[config.mk]
export PLATFORM = sky130hd
export DESIGN_NAME = swr_rx
export DESIGN_NICKNAME = d
export VERILOG_FILES = /design/src/rtl/swr_pkg.sv /design/src/rtl/swr_sync.sv /design/src/rtl/swr_edge.sv /design/src/rtl/swr_shift.sv /design/src/rtl/swr_rx.sv
export SDC_FILE = /design/constraint.sdc
export NUM_CORES = 1
export LEC_CHECK = 0
export ABC_AREA = 1
export BUFFER_PORTS_ARGS = -buffer_cell sky130_fd_sc_hd__buf_2
export CAP_MARGIN = 20
export CORE_ASPECT_RATIO = 1.5
export CORE_MARGIN = 4
export CORE_UTILIZATION = 55
export DETAILED_ROUTE_END_ITERATION = 12
export GPL_TIMING_DRIVEN = 0
export HOLD_SLACK_MARGIN = 0.12
export PLACE_DENSITY = 0.79
export RECOVER_POWER = 50
export SLEW_MARGIN = 20
export SYNTH_ARGS = -nofsm -noshare
export SYNTH_HDL_FRONTEND = slang
export SYNTH_SLANG_ARGS = --single-unit
[constraint.sdc]
create_clock -name clk -period 1.9 [get_ports clk]
set_input_delay 0.285 -clock clk [delete_from_list [all_inputs] [get_ports clk]]
set_output_delay 0.285 -clock clk [all_outputs]
set_load 0.01 [all_outputs]
[src/rtl/swr_pkg.sv]
// Shared types for the serial word receiver.
// Assumes nothing beyond a single system clock domain.
package swr_pkg;

    // Receive state: waiting for a frame, shifting bits, or holding a locked word.
    typedef enum logic [1:0] {
        RX_IDLE  = 2'd0,
        RX_SHIFT = 2'd1,
        RX_LOCK  = 2'd2
    } rx_state_t;

endpackage

[src/rtl/swr_sync.sv]
// Multi-stage synchroniser for a bundle of asynchronous serial inputs.
// Assumes each input level is held for at least STAGES system clocks.
module swr_sync #(
    parameter int               WIDTH   = 3,
    parameter int               STAGES  = 2,
    parameter logic [WIDTH-1:0] RST_VAL = '0
) (
    input  logic             clk,
    input  logic             rst_n,
    input  logic [WIDTH-1:0] async_i,
    output logic [WIDTH-1:0] sync_o
);

    logic [WIDTH-1:0] stage_q [STAGES];

    for (genvar s = 0; s < STAGES; s++) begin : g_stage
        if (s == 0) begin : g_first
            // Capture the raw inputs into the first flop.
            always_ff @(posedge clk) begin
                if (!rst_n) stage_q[s] <= RST_VAL;
                else        stage_q[s] <= async_i;
            end
        end else begin : g_chain
            // Pass the sample down the chain to settle metastability.
            always_ff @(posedge clk) begin
                if (!rst_n) stage_q[s] <= RST_VAL;
                else        stage_q[s] <= stage_q[s-1];
            end
        end
    end

    assign sync_o = stage_q[STAGES-1];

endmodule

[src/rtl/swr_edge.sv]
// Falling-edge detector for synchronised level signals.
// Assumes the inputs are already in the system clock domain.
module swr_edge #(
    parameter int               WIDTH   = 2,
    parameter logic [WIDTH-1:0] RST_VAL = '0
) (
    input  logic             clk,
    input  logic             rst_n,
    input  logic [WIDTH-1:0] lvl_i,
    output logic [WIDTH-1:0] fall_o
);

    logic [WIDTH-1:0] prev_q;

    // Remember last cycle's levels for edge comparison.
    always_ff @(posedge clk) begin
        if (!rst_n) prev_q <= RST_VAL;
        else        prev_q <= lvl_i;
    end

    for (genvar b = 0; b < WIDTH; b++) begin : g_fall
        assign fall_o[b] = prev_q[b] & ~lvl_i[b];
    end

endmodule

[src/rtl/swr_shift.sv]
// Frame state machine and shift register. Collects WORD_W bits MSB first,
// locks on the last bit, strobes once, and drops a frame cut short.
// Assumes a frame rise and a new frame fall are never seen in one cycle.
module swr_shift
    import swr_pkg::*;
#(
    parameter int WORD_W = 24
) (
    input  logic              clk,
    input  logic              rst_n,
    input  logic              frame_lvl_i,
    input  logic              frame_fall_i,
    input  logic              sclk_fall_i,
    input  logic              sdin_lvl_i,
    output logic [WORD_W-1:0] word_o,
    output logic              valid_o,
    output logic              done_o
);

    localparam int               CNT_W    = $clog2(WORD_W);
    localparam logic [CNT_W-1:0] LAST_BIT = CNT_W'(WORD_W - 1);

    rx_state_t         state_q;
    logic [CNT_W-1:0]  cnt_q;
    logic [WORD_W-1:0] shreg_q;
    logic [WORD_W-1:0] shreg_next;
    logic              bit_take;
    logic              last_take;

    assign shreg_next = {shreg_q[WORD_W-2:0], sdin_lvl_i};
    assign bit_take   = (state_q == RX_SHIFT) && !frame_lvl_i && sclk_fall_i;
    assign last_take  = bit_take && (cnt_q == LAST_BIT);

    // Frame sequencing: open on a frame fall, abort on a high frame, lock on the last bit.
    always_ff @(posedge clk) begin
        if (!rst_n) begin
            state_q <= RX_IDLE;
            cnt_q   <= '0;
        end else begin
            unique case (state_q)
                RX_IDLE, RX_LOCK: begin
                    if (frame_fall_i) begin
                        state_q <= RX_SHIFT;
                        cnt_q   <= '0;
                    end
                end
                RX_SHIFT: begin
                    if (frame_lvl_i) begin
                        state_q <= RX_IDLE;
                        cnt_q   <= '0;
                    end else if (last_take) begin
                        state_q <= RX_LOCK;
                        cnt_q   <= '0;
                    end else if (bit_take) begin
                        cnt_q   <= cnt_q + 1'b1;
                    end
                end
                default: begin
                    state_q <= RX_IDLE;
                    cnt_q   <= '0;
                end
            endcase
        end
    end

    // Shift data in, and clear the partial word on frame open or abort.
    always_ff @(posedge clk) begin
        if (!rst_n) begin
            shreg_q <= '0;
        end else if (state_q != RX_SHIFT && frame_fall_i) begin
            shreg_q <= '0;
        end else if (state_q == RX_SHIFT && frame_lvl_i) begin
            shreg_q <= '0;
        end else if (bit_take) begin
            shreg_q <= shreg_next;
        end
    end

    // Present the locked word, strobe once, and track frame completion.
    always_ff @(posedge clk) begin
        if (!rst_n) begin
            word_o  <= '0;
            valid_o <= 1'b0;
            done_o  <= 1'b0;
        end else begin
            valid_o <= last_take;
            if (last_take) begin
                word_o <= shreg_next;
                done_o <= 1'b1;
            end else if (state_q != RX_SHIFT && frame_fall_i) begin
                done_o <= 1'b0;
            end
        end
    end

    // the bit counter never passes the last bit position.
    p_count_range_r2: assert property (@(posedge clk) disable iff (!rst_n)
        cnt_q <= LAST_BIT);

    // a strobe follows a cycle in which the frame line was seen low.
    p_valid_frame_low_r5: assert property (@(posedge clk) disable iff (!rst_n)
        valid_o |-> $past(!frame_lvl_i));

    // in the locked state without a new frame fall, no strobe follows.
    p_lock_quiet_r8: assert property (@(posedge clk) disable iff (!rst_n)
        (state_q == RX_LOCK && !frame_fall_i) |=> !valid_o);

    // the completion flag is low while shifting.
    p_done_low_shift_r9: assert property (@(posedge clk) disable iff (!rst_n)
        (state_q == RX_SHIFT) |-> !done_o);

endmodule

[src/rtl/swr_rx.sv]
// Top of the serial word receiver. Synchronises the frame, clock and data
// lines, finds serial clock and frame falling edges, assembles the word and
// splits it into fields.
// Assumes the system clock is at least four times the serial clock.
module swr_rx #(
    parameter int PAD_W       = 2,
    parameter int CMD_W       = 3,
    parameter int ADDR_W      = 3,
    parameter int DATA_W      = 16,
    parameter int SYNC_STAGES = 2
) (
    input  logic                                 clk,
    input  logic                                 rst_n,
    input  logic                                 frame_n,
    input  logic                                 sclk,
    input  logic                                 sdin,
    output logic [PAD_W+CMD_W+ADDR_W+DATA_W-1:0] word_o,
    output logic                                 word_valid_o,
    output logic                                 frame_done_o,
    output logic [CMD_W-1:0]                     cmd_o,
    output logic [ADDR_W-1:0]                    addr_o,
    output logic [DATA_W-1:0]                    data_o
);

    localparam int WORD_W   = PAD_W + CMD_W + ADDR_W + DATA_W;
    localparam int ADDR_LSB = DATA_W;
    localparam int CMD_LSB  = DATA_W + ADDR_W;

    // Bundle bit order: frame, clock, data. Idle levels: frame high, clock and data low.
    logic [2:0] raw_bus;
    logic [2:0] sync_bus;
    logic [1:0] fall_bus;

    assign raw_bus = {frame_n, sclk, sdin};

    swr_sync #(
        .WIDTH   (3),
        .STAGES  (SYNC_STAGES),
        .RST_VAL (3'b100)
    ) u_sync (
        .clk     (clk),
        .rst_n   (rst_n),
        .async_i (raw_bus),
        .sync_o  (sync_bus)
    );

    swr_edge #(
        .WIDTH   (2),
        .RST_VAL (2'b10)
    ) u_edge (
        .clk    (clk),
        .rst_n  (rst_n),
        .lvl_i  (sync_bus[2:1]),
        .fall_o (fall_bus)
    );

    swr_shift #(
        .WORD_W (WORD_W)
    ) u_shift (
        .clk          (clk),
        .rst_n        (rst_n),
        .frame_lvl_i  (sync_bus[2]),
        .frame_fall_i (fall_bus[1]),
        .sclk_fall_i  (fall_bus[0]),
        .sdin_lvl_i   (sync_bus[0]),
        .word_o       (word_o),
        .valid_o      (word_valid_o),
        .done_o       (frame_done_o)
    );

    assign cmd_o  = word_o[CMD_LSB +: CMD_W];
    assign addr_o = word_o[ADDR_LSB +: ADDR_W];
    assign data_o = word_o[0 +: DATA_W];

    // the strobe never lasts two cycles.
    p_valid_single_r4: assert property (@(posedge clk) disable iff (!rst_n)
        word_valid_o |=> !word_valid_o);

    // the word output changes only with a strobe.
    p_word_hold_r3: assert property (@(posedge clk) disable iff (!rst_n)
        !word_valid_o |-> $stable(word_o));

    // the completion flag rises only together with a strobe.
    p_done_with_valid_r9: assert property (@(posedge clk) disable iff (!rst_n)
        $rose(frame_done_o) |-> word_valid_o);

endmodule

* Word-level counts from Yosys, hierarchy flattened
Memories as Yosys holds them, arrays and structs flattened.
Index checks and enable logic that the tools add are counted.
** Operators by class
- $add $sub $neg :: 1
- Equal/unequal tests :: 7
- Mux-type cells :: 15
- Bitwise gates (word level) :: 7
- Reduce and logical (&&, ||, !) cells :: 12
** Operators by type and width (number)
- $mux W5 :: 4
- $pmux W5 S2 :: 1
- $mux W2 :: 3
- $mux W3 :: 2
- $add A5 B1 Y5 const B :: 1
- $eq A5 B5 Y1 const B :: 1
- $logic_and A1 B1 Y1 :: 5
- $mux W1 :: 4
- $ne A2 B1 Y1 const B :: 2
- $ne A4 B2 Y1 const B :: 1
- $pmux W2 S2 :: 1
- $reduce_and A2 Y1 :: 2
- $ne A3 B2 Y1 const B :: 1
- $not A1 Y1 :: 3
- $reduce_or A3 Y1 :: 1
- $and A1 B1 Y1 :: 2
- $eq A2 B1 Y1 const B :: 1
- $eq A2 B2 Y1 const B :: 1
- $logic_not A2 Y1 :: 1
- $or A1 B1 Y1 :: 2
- $reduce_bool A2 Y1 :: 1
- $reduce_or A2 Y1 :: 1
- $logic_not A1 Y1 :: 1
** Storage, ports and cells
- Register bits :: 58
- Memory bits (writable) :: 6
- Input bits :: 5
- Output and inout port bits :: 48
- Word-level logic and storage cells :: 50
- Memories :: 1
** Memories
- u_sync.stage_q :: words 2, width 3, read ports 2, clocked after Yosys merged registers in 0, write ports 2, line swr_sync.sv:14 : logic [WIDTH-1:0] stage_q [STAGES];

* Depth between registers and ports, before layout
- Depth after elaboration :: 7
- Gate-level depth with buffers :: 10

* Hierarchy
A second synthesis with hierarchy kept.
** Second synthesis, totals
- Cells, all modules :: 328
- Area total of the unflattened synthesis :: 2521.2 um2
** By module, submodules not included
- swr_shift :: instances 1, cells an instance 278, area each 2120.8 um2
- swr_rx :: instances 1, cells an instance 22, area each 165.2 um2
- swr_sync :: instances 1, cells an instance 18, area each 165.2 um2
- swr_edge :: instances 1, cells an instance 10, area each 70.1 um2

* Least setup slack after synthesis
Ideal clock, no wire load.
- Path type :: register to register
- Start :: reg u_shift.cnt_q[0]
- End :: reg u_shift.word_o[19]
- Library setup time :: 0.113 ns
- Arrival time :: 1.164 ns
- Data required time :: 1.787 ns
- Path slack :: 0.623 ns
- Cell stages (with the launch flop) :: 10
- Buffers on the path :: 1
- Cell sequence :: dfxtp_1 ha_1 nand2_1 inv_1 nand2_1 inv_1 nand2_2 buf_2 nand3_1 nand2_1
** Between the ends
- Longest elaborated chain between the ends :: 2
** Ends and longest elaborated chain
- start, declared :: line swr_shift.sv:24 : logic [CNT_W-1:0] cnt_q;
- start signal, assigned :: line swr_shift.sv:55 : cnt_q <= cnt_q + 1'b1;
- $eq A5 B5 Y1 :: line swr_shift.sv:32 : assign last_take = bit_take && (cnt_q == LAST_BIT);
- $logic_and A1 B1 Y1 :: line swr_shift.sv:32
- end signal, assigned :: line swr_shift.sv:88 : word_o <= shreg_next;
- end, declared :: line swr_shift.sv:15 : output logic [WORD_W-1:0] word_o,
No other way between the ends.
A chain may end at the register's enable or synchronous reset.

* Final worst setup path
- Start :: reg u_shift.cnt_q[0]
- End :: reg u_shift.word_o[18]
Same word-level chain as after synthesis.

==> run summary <==
=================================================================================
Average instance area after synthesis                                   7.79 um^2
Required @ worst endpoint                                                 2.18 ns
Yosys warning total                                                             0
Deepest level of the CTS H-tree                                                 3
Last weighted congestion value of the routability-driven placer             0.807
Crit share post-route                                                       0.812
Category of the worst setup path capture point                          flip-flop
Power per cell area                                                   865 nW/um^2
Peak ir drop on the vdd network                                            905 uV
Total of hold buffers inserted after clock tree synthesis                       0
Clock Power Share                                                           0.446
Post-layout min period                                                    1.54 ns
Total track usage                                                           0.180
Sum of overflow across all layers after global routing                          0
R2r endpoint                                                         u_shift.word_o[18]
Iteration-0 DRC Markers                                                        69
Final HPWL DP                                                             3.58 mm
Leakage power of the design                                               1.39 nW
Post-route antenna net violation count                                          0
Sequential fraction of design power                                         0.524
Util after Layout                                                           0.665
Slew of the pin with the lowest slew margin                              0.484 ns
Final Max Slew Viols                                                            0
Total instance count after detailed placement                                 426
R2R Setup Slk                                                             0.36 ns
Largest net degree at the start of global routing                              11
Filler Cell Count                                                             417
Timing endpoint of the critical path                                 u_shift.word_o[18]
Worst path most repeated cell                                        sky130_fd_sc_hd__nand2_1
Share of power burned in combinational logic                                0.030
Cell type of the slowest stage on the worst timing path              sky130_fd_sc_hd__dfxtp_1
Final standard cell count with taps included and fillers excluded             442
Sequential element share of the synthesized area                            0.503
Total core area                                                         4500 um^2
Die Outline Area                                                        5810 um^2
Average routed wire per standard cell                                     11.3 um
Via count of the routed design                                               2157
Setup Buffers After CTS                                                         0
TritonCTS sink count                                                           64
Area growth, synth to finish                                                17.5%
Arrival @ worst endpoint                                                  1.82 ns
Clock network latency to the later pin of the worst-skew pair             0.33 ns
Number of register bits inferred by synthesis                                  64
Vias per cell                                                                4.88
Post-synth cell types                                                          23
Antenna violations before repair                                                0
Gate count of the mapped netlist                                              327
Residual DRC count                                                              0
Post-Route Skew                                                        0.00682 ns
Worst-path cell chain                                                ha_1 > nand2_1 > inv_1 > nand2_1 > inv_1 > nand2_2 > buf_2 > nand3_1 > nand2_1
Number of CTS-inserted buffers                                                  9
Switching part of the total                                                 0.209
Number of optimization iterations in the first detailed-route pass              4
Wirelength, routed                                                        4.99 mm
Number of global-route vias before repair                                    1980
Resized cells post-CTS                                                          0
Count of endpoints failing setup in the final report                            0
Quantity of I/O buffers inserted on ports                                      51
Starting density of the core                                                0.566
CTS clk-pin slew, worst paths                                             0.06 ns
Number of nets in the finished design                                         395
Final sum of negative setup slack                                            0 ns
Clock tree from TritonCTS                                                   built
Maximum single-stage delay on the critical path                           0.33 ns
Result of the run                                                    finished, final reports clean
Syn_nets                                                                      333
Crit Reg-Reg Startpoint                                              u_shift.cnt_q[0]
Worst slew margin relative to its limit                                     0.677
Count of standard-cell rows                                                    30
Internal power                                                          0.00205 W
Wire length of the first global-routing pass                              8.29 mm
Max_cap viols                                                                   0
Hold slack                                                               0.135 ns
Fmax                                                                      649 MHz
Number of top-level pins                                                       53
Register-to-Register Path Depth                                                 9
Setup crit start                                                     u_shift.cnt_q[0]
Fraction of final layout cells with drive strength greater than 1           0.180
Syn Std Cell Area                                                       2550 um^2
Critical Path Fanout Max                                                       10
Post-layout instance area                                               3000 um^2
Placement Cell Area                                                     2860 um^2
Final hold vios                                                                 0
Setup Crit Path Kind                                                      reg2reg
Hold crit path type                                                        in2reg
CTS Root Buffer Type                                                 sky130_fd_sc_hd__clkbuf_8
Antenna fix cells                                                               0
RSZ-0062 raised after global routing                                        false
Largest buffer count on any clock path                                          2
Vertical die dimension                                                    91.4 um
Category of the worst setup path launch point                           flip-flop
Net switching component of the power                                   0.000542 W
Die extent in x                                                           63.6 um
=================================================================================
power groups by stage:
stage | registers, W | logic (W) | clock network (W)
after CTS | 0.00136 | 0.0000845 | 0.00117
after global routing | 0.00136 | 0.0000891 | 0.00124
after detailed placement | 0.00139 | 0.0000832 | 0
final | 0.00136 | 0.0000785 | 0.00116
after global placement | 0.00139 | 0.0000820 | 0
after floorplan | 0.00139 | 0.0000652 | 0
cell usage in the layout, fill, tap and decap left out, drive strengths merged:
master  netlist  final
nor2          9      9
nand2       128    128
buf          35     40
a21oi        27     27
o21ai         2      2
bufinv        0      1
nand3        32     32
dfxtp        64     64
or2           3      3
nand4         2      2
inv          23     23
ha            1      1
clkinv        0      2
clkbuf        1     60
routing by layer:
layer	up-vias	part of all wire	track usage
met5	-	0	0
met1	985	0.40	0.191
li1	1121	-	-
met4	0	0.020	0.106
met2	43	0.54	0.312
met3	8	0.037	0.0495
state kept, by name, summed over array words and instances, names as in the netlist:
signal           flops
u_shift.state_q      2
u_edge.prev_q        2
u_shift.cnt_q        5
u_shift.word_o      24
u_shift.valid_o      1
u_sync.stage_q       6
u_shift.done_o       1
u_shift.shreg_q     23
cell families after synthesis:
group / after synthesis / synth area share
fa+ha+maj: 1 / 0.00491
buf+inv: 59 / 0.134
compound gates: 29 / 0.0584
simple gates: 174 / 0.300
flops: 64 / 0.503
final cells by class:
class                      count  area, um^2  share of cell area
clock buffer                  13         159              0.0530
multi-input combinational    204         911               0.304
sequential                    64        1280               0.428
timing repair buffer          51         206              0.0689
buffer                        36         251              0.0840
clock inverter                 3        40.0              0.0134
tap                           48        60.1              0.0201
inverter                      23        86.3              0.0288
synth_stat cells:
library cell	n	area, um^2
sky130_fd_sc_hd__nand2_1	125	469
sky130_fd_sc_hd__dfxtp_1	64	1280
sky130_fd_sc_hd__nand3_1	29	145
sky130_fd_sc_hd__a21oi_1	26	130
sky130_fd_sc_hd__buf_4	24	180
sky130_fd_sc_hd__inv_1	19	71.3
sky130_fd_sc_hd__nor2_1	7	26.3
sky130_fd_sc_hd__buf_2	6	30.0
sky130_fd_sc_hd__inv_2	4	15.0
sky130_fd_sc_hd__buf_6	3	33.8
sky130_fd_sc_hd__nand2_2	3	18.8
sky130_fd_sc_hd__buf_1	2	7.51
sky130_fd_sc_hd__nand3_4	2	35.0
sky130_fd_sc_hd__nand4_1	2	12.5
sky130_fd_sc_hd__o21ai_0	2	10.0
sky130_fd_sc_hd__or2_2	2	12.5
sky130_fd_sc_hd__a21oi_2	1	8.76
sky130_fd_sc_hd__clkbuf_1	1	3.75
sky130_fd_sc_hd__ha_1	1	12.5
sky130_fd_sc_hd__nand3_2	1	10.0
sky130_fd_sc_hd__nor2_2	1	6.26
sky130_fd_sc_hd__nor2_8	1	20.0
sky130_fd_sc_hd__or2_4	1	8.76
critical path, delay by kind of cell (launching register included):
family	cells	cell delay (ns)
simple gates	5	0.52
fa+ha+maj	1	0.23
flops	1	0.33
buf+inv	3	0.40
stage by stage:
| stage | setup slack, ns | power [W] |
|---|---|---|
| finish | 0.358 | 0.00259 |
| global route | 0.232 | 0.00269 |
| CTS | 0.354 | 0.00262 |
| detailed placement | 0.393 | 0.00147 |
| global placement | 0.423 | 0.00147 |
| floorplan | 0.623 | 0.00145 |
worst min path at each step:
stage	to	start	slack (ns)	cells past startpoint
6_report	u_sync.stage_q[0][1]	sclk	0.14	3
5_1_grt	u_sync.stage_q[0][2]	frame_n	0.14	2
4_1_cts	u_sync.stage_q[0][1]	sclk	0.12	3
3_5_place_dp	u_sync.stage_q[1][0]	u_sync.stage_q[0][0]	0.40	2
3_3_place_gp	u_sync.stage_q[1][1]	u_sync.stage_q[0][1]	0.39	2
2_1_floorplan	u_sync.stage_q[0][0]	sdin	0.38	2
Power figures use the tool's default switching activity.
